[src/rtl/daf_pkg.sv]
package daf_pkg;

    localparam int DA_BYTES      = 6;
    localparam int OFS_MODE      = 'h00;
    localparam int OFS_HASH_BASE = 'h10;
    localparam int OFS_UC_BASE   = 'h40;
    localparam logic [31:0] CRC_POLY_REFL = 32'hEDB8_8320;

    // Mode register fields, bit 0 is promisc
    typedef struct packed {
        logic rx_all;
        logic bcast_dis;
        logic hash_en;
        logic pass_mc;
        logic promisc;
    } daf_mode_t;

    typedef struct packed {
        logic        en;
        logic [47:0] mac;
    } uc_entry_t;

    // One byte through the reflected CRC-32, least significant bit first
    function automatic logic [31:0] crc_step_byte(input logic [31:0] c_in,
                                                  input logic [7:0]  b);
        logic [31:0] c;
        c = c_in;
        for (int k = 0; k < 8; k++) begin
            if (c[0] ^ b[k]) c = (c >> 1) ^ CRC_POLY_REFL;
            else             c = c >> 1;
        end
        return c;
    endfunction

endpackage

[src/rtl/daf_regs.sv]
module daf_regs
    import daf_pkg::*;
#(
    parameter int HASH_BITS  = 6,
    parameter int UC_ENTRIES = 4
) (
    input  logic                          clk,
    input  logic                          rst,
    input  logic                          wr_en,
    input  logic [7:0]                    wr_addr,
    input  logic [31:0]                   wr_data,
    output daf_mode_t                     mode_o,
    output logic [(1<<HASH_BITS)-1:0]     hash_tbl_o,
    output uc_entry_t [UC_ENTRIES-1:0]    uc_o
);
    localparam int NUM_HW = (1 << HASH_BITS) / 32;

    daf_mode_t   mode_q;
    logic [31:0] hw_q  [NUM_HW];
    logic [31:0] ulo_q [UC_ENTRIES];
    logic [16:0] uhi_q [UC_ENTRIES];

    always_ff @(posedge clk) begin
        if (rst) begin
            mode_q <= '0;
            for (int w = 0; w < NUM_HW; w++) hw_q[w] <= '0;
            for (int e = 0; e < UC_ENTRIES; e++) begin
                ulo_q[e] <= '0;
                uhi_q[e] <= '0;
            end
        end else if (wr_en) begin
            if (wr_addr == 8'(OFS_MODE)) mode_q <= daf_mode_t'(wr_data[4:0]);
            for (int w = 0; w < NUM_HW; w++)
                if (wr_addr == 8'(OFS_HASH_BASE + w)) hw_q[w] <= wr_data;
            for (int e = 0; e < UC_ENTRIES; e++) begin
                if (wr_addr == 8'(OFS_UC_BASE + 2*e))     ulo_q[e] <= wr_data;
                if (wr_addr == 8'(OFS_UC_BASE + 2*e + 1)) uhi_q[e] <= {wr_data[31], wr_data[15:0]};
            end
        end
    end

    assign mode_o = mode_q;

    for (genvar w = 0; w < NUM_HW; w++) begin : g_hash
        assign hash_tbl_o[w*32 +: 32] = hw_q[w];
    end

    for (genvar e = 0; e < UC_ENTRIES; e++) begin : g_uc
        assign uc_o[e].en  = uhi_q[e][16];
        assign uc_o[e].mac = {uhi_q[e][15:0], ulo_q[e]};
    end

endmodule

[src/rtl/daf_hash.sv]
module daf_hash
    import daf_pkg::*;
#(
    parameter int HASH_BITS = 6
) (
    input  logic                 clk,
    input  logic                 rst,
    input  logic                 start_i,
    input  logic [47:0]          da_i,
    output logic                 rdy_o,
    output logic [HASH_BITS-1:0] idx_o
);
    localparam int CW = $clog2(DA_BYTES);

    logic [31:0] crc_q;
    logic [47:0] sh_q;
    logic [CW-1:0] cnt_q;
    logic        run_q;
    logic        rdy_q;

    always_ff @(posedge clk) begin
        if (rst) begin
            crc_q <= '1;
            sh_q  <= '0;
            cnt_q <= '0;
            run_q <= 1'b0;
            rdy_q <= 1'b0;
        end else begin
            rdy_q <= 1'b0;
            if (start_i && !run_q) begin
                crc_q <= '1;
                sh_q  <= da_i;
                cnt_q <= '0;
                run_q <= 1'b1;
            end else if (run_q) begin
                crc_q <= crc_step_byte(crc_q, sh_q[7:0]);
                sh_q  <= sh_q >> 8;
                if (cnt_q == CW'(DA_BYTES - 1)) begin
                    run_q <= 1'b0;
                    rdy_q <= 1'b1;
                end else begin
                    cnt_q <= cnt_q + 1'b1;
                end
            end
        end
    end

    // Inverted, bit-reversed CRC: its MSB is the inverse of crc bit 0
    for (genvar j = 0; j < HASH_BITS; j++) begin : g_idx
        assign idx_o[HASH_BITS-1-j] = ~crc_q[j];
    end

    assign rdy_o = rdy_q;

    a_r1_rdy_single: assert property (@(posedge clk) disable iff (rst)
        rdy_q |=> !rdy_q);

    a_r8_no_restart: assert property (@(posedge clk) disable iff (rst)
        run_q |-> !start_i);

endmodule

[src/rtl/daf_ucmatch.sv]
module daf_ucmatch
    import daf_pkg::*;
#(
    parameter int UC_ENTRIES = 4
) (
    input  uc_entry_t [UC_ENTRIES-1:0] uc_i,
    input  logic [47:0]                da_i,
    output logic                       hit_o
);
    logic [UC_ENTRIES-1:0] hits;

    for (genvar e = 0; e < UC_ENTRIES; e++) begin : g_cmp
        assign hits[e] = uc_i[e].en && (uc_i[e].mac == da_i);
    end

    assign hit_o = |hits;

endmodule

[src/rtl/daf_rx_addr_filter.sv]
module daf_rx_addr_filter
    import daf_pkg::*;
#(
    parameter int HASH_BITS  = 6,
    parameter int UC_ENTRIES = 4
) (
    input  logic        clk,
    input  logic        rst,
    input  logic        cfg_wr_en,
    input  logic [7:0]  cfg_addr,
    input  logic [31:0] cfg_wdata,
    input  logic        da_valid,
    input  logic [47:0] da,
    output logic        filt_done,
    output logic        filt_accept
);
    daf_mode_t                    mode;
    logic [(1<<HASH_BITS)-1:0]    hash_tbl;
    uc_entry_t [UC_ENTRIES-1:0]   uc_tbl;
    logic                         start;
    logic                         hash_rdy;
    logic [HASH_BITS-1:0]         hash_idx;
    logic                         uc_hit;
    logic                         busy_q;
    logic [47:0]                  da_q;
    logic                         done_q;
    logic                         acc_q;
    logic                         is_bc;
    logic                         is_mc;
    logic                         verdict;

    daf_regs #(.HASH_BITS(HASH_BITS), .UC_ENTRIES(UC_ENTRIES)) u_regs (
        .clk(clk), .rst(rst), .wr_en(cfg_wr_en), .wr_addr(cfg_addr),
        .wr_data(cfg_wdata), .mode_o(mode), .hash_tbl_o(hash_tbl), .uc_o(uc_tbl)
    );

    daf_hash #(.HASH_BITS(HASH_BITS)) u_hash (
        .clk(clk), .rst(rst), .start_i(start), .da_i(da),
        .rdy_o(hash_rdy), .idx_o(hash_idx)
    );

    daf_ucmatch #(.UC_ENTRIES(UC_ENTRIES)) u_uc (
        .uc_i(uc_tbl), .da_i(da_q), .hit_o(uc_hit)
    );

    assign start = da_valid && !busy_q;
    assign is_bc = &da_q;
    assign is_mc = da_q[0];

    always_comb begin
        if (mode.rx_all || mode.promisc) verdict = 1'b1;
        else if (is_bc)                  verdict = !mode.bcast_dis;
        else if (is_mc)                  verdict = mode.pass_mc ||
                                                   (mode.hash_en && hash_tbl[hash_idx]);
        else                             verdict = uc_hit;
    end

    always_ff @(posedge clk) begin
        if (rst) begin
            busy_q <= 1'b0;
            da_q   <= '0;
            done_q <= 1'b0;
            acc_q  <= 1'b0;
        end else begin
            done_q <= 1'b0;
            if (start) begin
                busy_q <= 1'b1;
                da_q   <= da;
            end else if (hash_rdy) begin
                busy_q <= 1'b0;
                done_q <= 1'b1;
                acc_q  <= verdict;
            end
        end
    end

    assign filt_done   = done_q;
    assign filt_accept = acc_q;

    a_r1_done_follows: assert property (@(posedge clk) disable iff (rst)
        hash_rdy |=> filt_done);

    a_r1_done_pulse: assert property (@(posedge clk) disable iff (rst)
        filt_done |=> !filt_done);

    a_r2_override: assert property (@(posedge clk) disable iff (rst)
        (hash_rdy && (mode.promisc || mode.rx_all)) |=> filt_accept);

    a_r3_bcast_block: assert property (@(posedge clk) disable iff (rst)
        (hash_rdy && is_bc && mode.bcast_dis && !mode.promisc && !mode.rx_all)
        |=> !filt_accept);

    a_r6_mc_closed: assert property (@(posedge clk) disable iff (rst)
        (hash_rdy && is_mc && !is_bc && !mode.promisc && !mode.rx_all &&
         !mode.pass_mc && !mode.hash_en) |=> !filt_accept);

endmodule

[config.mk]
export PLATFORM = sky130hd
export DESIGN_NAME = daf_rx_addr_filter
export DESIGN_NICKNAME = d
export VERILOG_FILES = /design/src/rtl/daf_pkg.sv /design/src/rtl/daf_regs.sv /design/src/rtl/daf_hash.sv /design/src/rtl/daf_ucmatch.sv /design/src/rtl/daf_rx_addr_filter.sv
export SDC_FILE = /design/constraint.sdc
export NUM_CORES = 1
export LEC_CHECK = 0
export BUFFER_PORTS_ARGS = -buffer_cell sky130_fd_sc_hd__buf_2
export CAP_MARGIN = 20
export CORE_UTILIZATION = 55
export CTS_CLUSTER_SIZE = 25
export DETAILED_ROUTE_END_ITERATION = 7
export PLACE_DENSITY_LB_ADDON = 0.12
export SLEW_MARGIN = 40
export SYNTH_ARGS = -nofsm -noshare
export SYNTH_HDL_FRONTEND = slang
export SYNTH_SLANG_ARGS = --single-unit
[constraint.sdc]
create_clock -name clk -period 4.8 [get_ports clk]
set_clock_uncertainty 0.15 [all_clocks]
set_input_delay 0.24 -clock clk [delete_from_list [all_inputs] [get_ports clk]]
set_output_delay 0.24 -clock clk [all_outputs]
set_load 0.01 [all_outputs]
==> flow_summary.json <==
{
  "status": "complete, no violations",
  "synthesis_stage_register_bit_count": 401,
  "die-area_um2": 34000,
  "drtIter0Drc": 1425,
  "clock_insertion_delay_worst_skew_ps": 540,
  "wl_um": 51500,
  "io_pins": 94,
  "timing.critical_path.to_type": "flop",
  "grt_usage_pct": 30.8,
  "cts.htree.levels": 2,
  "routed_wire_length_per_instance_um": 23.4,
  "power_per_cell_area_nw_per_um2": 404,
  "placement.io_buffers": 93,
  "critical_path_arrival_ps": 3070,
  "synthesis.area_um2": 18300,
  "finalWorstPathRequiredPeriod_ps": 2780,
  "postSynthNetCount": 1719,
  "final_min_period_over_clock_period_pct": 57.9,
  "number_of_synthesized_flops_with_an_enable_pin": 260,
  "cts_sinks": 401,
  "final_cell_area_um2": 21200,
  "synthesis.instances": 1625,
  "slew_headroom_pct": 45.2,
  "maxSlewViolCount": 0,
  "crit_required_ps": 5090,
  "timing_hold_violations_final": 0,
  "vias": 12500,
  "clk_transition_reported_paths_ps": 70,
  "proportion_of_synthesized_flip_flops_having_asynchronous_set_or_reset_pct": 0,
  "r2r_cells": 7,
  "worst_pin_slew_ps": 822,
  "cts_repair_resize_count": 0,
  "drive_gt1_share_pct": 13.8,
  "grt_overflow_total": 0,
  "most_frequent_standard_cell_in_the_layout_excluding_fill_and_tap_cells": "edfxtp_1",
  "hp-class": "input port to flop",
  "capture_endpoint_of_the_worst_hold_path": "u_regs.ulo_q[2][26]",
  "rr_startpoint": "da_q[42]",
  "cts.root.buffer_cell": "clkbuf_16",
  "timing.fmax_mhz": 360,
  "coreArea_um2": 32600,
  "post-place-ws_ps": 1690,
  "critPathMaxFanout": 6,
  "antenna_violations_before_repair": 1,
  "place.gp.congestion": 0.904,
  "route.detailed.vias_per_inst": 5.68,
  "dominantRegCellSynth": "edfxtp_1",
  "grt_pass1_vias": 12000,
  "chipHeight_um": 184,
  "max-vdd-ir-drop_mv": 0.270,
  "setup_ws_ps": 2020,
  "hpwlAfterDp_um": 34700,
  "clock_tree.buffer_depth": 3,
  "regToRegEndpoint": "filt_accept",
  "final_net_count": 1814,
  "power.total_uw": 8570,
  "setup_viol": 0,
  "die-width_um": 184,
  "cts_inserted_buffers": 43,
  "route.antenna.remaining_nets": 0,
  "timing.setup.critical_path_class": "flop to flop",
  "r2r_slack_ps": 2020,
  "tritoncts": "built",
  "drt_first_pass_iters": 5,
  "areaGrowthSynthToFinish_pct": 16.0,
  "synth.distinct_cells": 50,
  "grt_pass1_wl_um": 75100,
  "avgSynthCellArea_um2": 11.2,
  "start_kind": "flop",
  "remaining_drc_errors": 0,
  "floorplan.initialDensity_pct": 56.0,
  "final_cell_mix": "edfxtp_1 (260), and2_1 (228), nand2_1 (211), xnor2_1 (155), a21oi_1 (143)",
  "finalSetupTns_ps": 0,
  "grt_max_degree": 85,
  "min_path_cells": 2,
  "ys_warn_count": 0,
  "ys_seq_area_share_pct": 58.2,
  "static-leakage-power_uw": 0.00767,
  "timing.hold.worst.start": "cfg_wdata[26]",
  "row_count": 66,
  "max_cap_violations": 0,
  "grt_setup_unrepaired": "no",
  "post_dp_cell_area_um2": 19200
}
power breakdown:
group / internal, uW / leakage, uW / switching [uW]
combinational: 518 / 0.00334 / 629
clock: 2020 / 0.000703 / 1330
sequential: 3870 / 0.00362 / 206
cell families (layout without fill, tap and decap cells):
family / count (synthesis) / after routing / synth area share (%)
and+or+nand+nor: 605 / 605 / 17.4
DFF: 401 / 401 / 58.2
xor gates and xnor gates: 259 / 259 / 12.8
AOI/OAI and AO/OA: 198 / 198 / 5.78
buffers and inverters: 132 / 261 / 2.90
muxes: 28 / 28 / 2.84
adders and majority gates: 2 / 2 / 0.137
other: 0 / 1 / 0
state kept, by name (all words and copies together) (netlist names):
signal         count
busy_q             1
da_q              48
filt_accept        1
filt_done          1
u_hash.cnt_q       3
u_hash.crc_q      32
u_hash.rdy_o       1
u_hash.run_q       1
u_hash.sh_q       48
u_regs.hw_q       64
u_regs.mode_o      5
u_regs.uhi_q      68
u_regs.ulo_q     128
per-stage QoR:
step | util [%] | hold WS [ps] | cells
2_1_floorplan | - | 234 | 1625
3_3_place_gp | 58.4 | 292 | 2054
3_5_place_dp | 58.7 | 303 | 2060
4_1_cts | 64.8 | 2.65 | 2194
5_1_grt | 65.0 | 11.4 | 2196
6_report | 65.0 | 26.8 | 2197
how the worst max path moves through the flow:
stage,endpoint,start
after floorplan,u_regs.ulo_q[1][0],cfg_addr[3]
after global placement,u_regs.ulo_q[1][1],cfg_addr[3]
after CTS,u_hash.crc_q[20],u_hash.crc_q[4]
after detailed placement,u_regs.ulo_q[1][0],cfg_addr[3]
final,filt_accept,da_q[42]
after global routing,filt_accept,da_q[21]
synth_stat cells (2+ instances only):
master	number	area [um2]
ha_1	2	25.0
dfxtp_1	141	2820
inv_1	7	26.3
xnor2_1	155	1360
nor2_1	54	203
a211oi_1	2	15.0
or2_2	4	25.0
mux2i_1	8	80.1
clkbuf_1	108	405
buf_2	2	10.0
mux4_2	19	428
nand3_1	4	20.0
o22ai_1	2	12.5
nor2b_1	4	25.0
a2111oi_0	2	17.5
a21oi_1	143	716
nor3_1	7	35.0
a21o_1	2	15.0
nand2_1	211	792
clkbuf_2	8	40.0
nor3b_1	3	22.5
buf_6	3	33.8
xor2_1	95	832
xnor2_2	9	146
buf_1	3	11.3
nor3_2	2	20.0
nand2b_1	5	31.3
o21bai_1	10	75.1
nor4_1	25	156
or3_1	2	12.5
nor3_4	2	32.5
o21ai_0	31	155
edfxtp_1	260	7810
and2_1	228	1430
nand4_1	44	275
nor2_4	4	45.0
routing by layer:
metal,global-route usage (%),wire length [um]
met1,42.5,21600
met2,49.4,24200
met3,3.95,3600
met4,12.5,2070
met5,0,0
critical path, cell delays in order (launching register included):
cell and delay (ps):
dfxtp_1 300, buf_4 170, xor2_1 210, or4_1 560, a2111oi_0 700, a311o_1 330
nor3_1 90, a211oi_1 170
repair_timing:
item / CTS / global route
endpoints found under the hold margin: 106 / 0
setup buffers: 0 / 0
hold buffers: 55 / 0
final cells by class:
class	count	area, um2
clock inverter	15	146
inverter	8	30.0
antenna	1	2.50
timing repair buffer	174	1310
clock buffer	64	1290
fill	2502	11400
multi-input combinational	1092	7240
sequential	401	10600
tap	442	553
No activity file was read; power rests on OpenSTA's default activity.
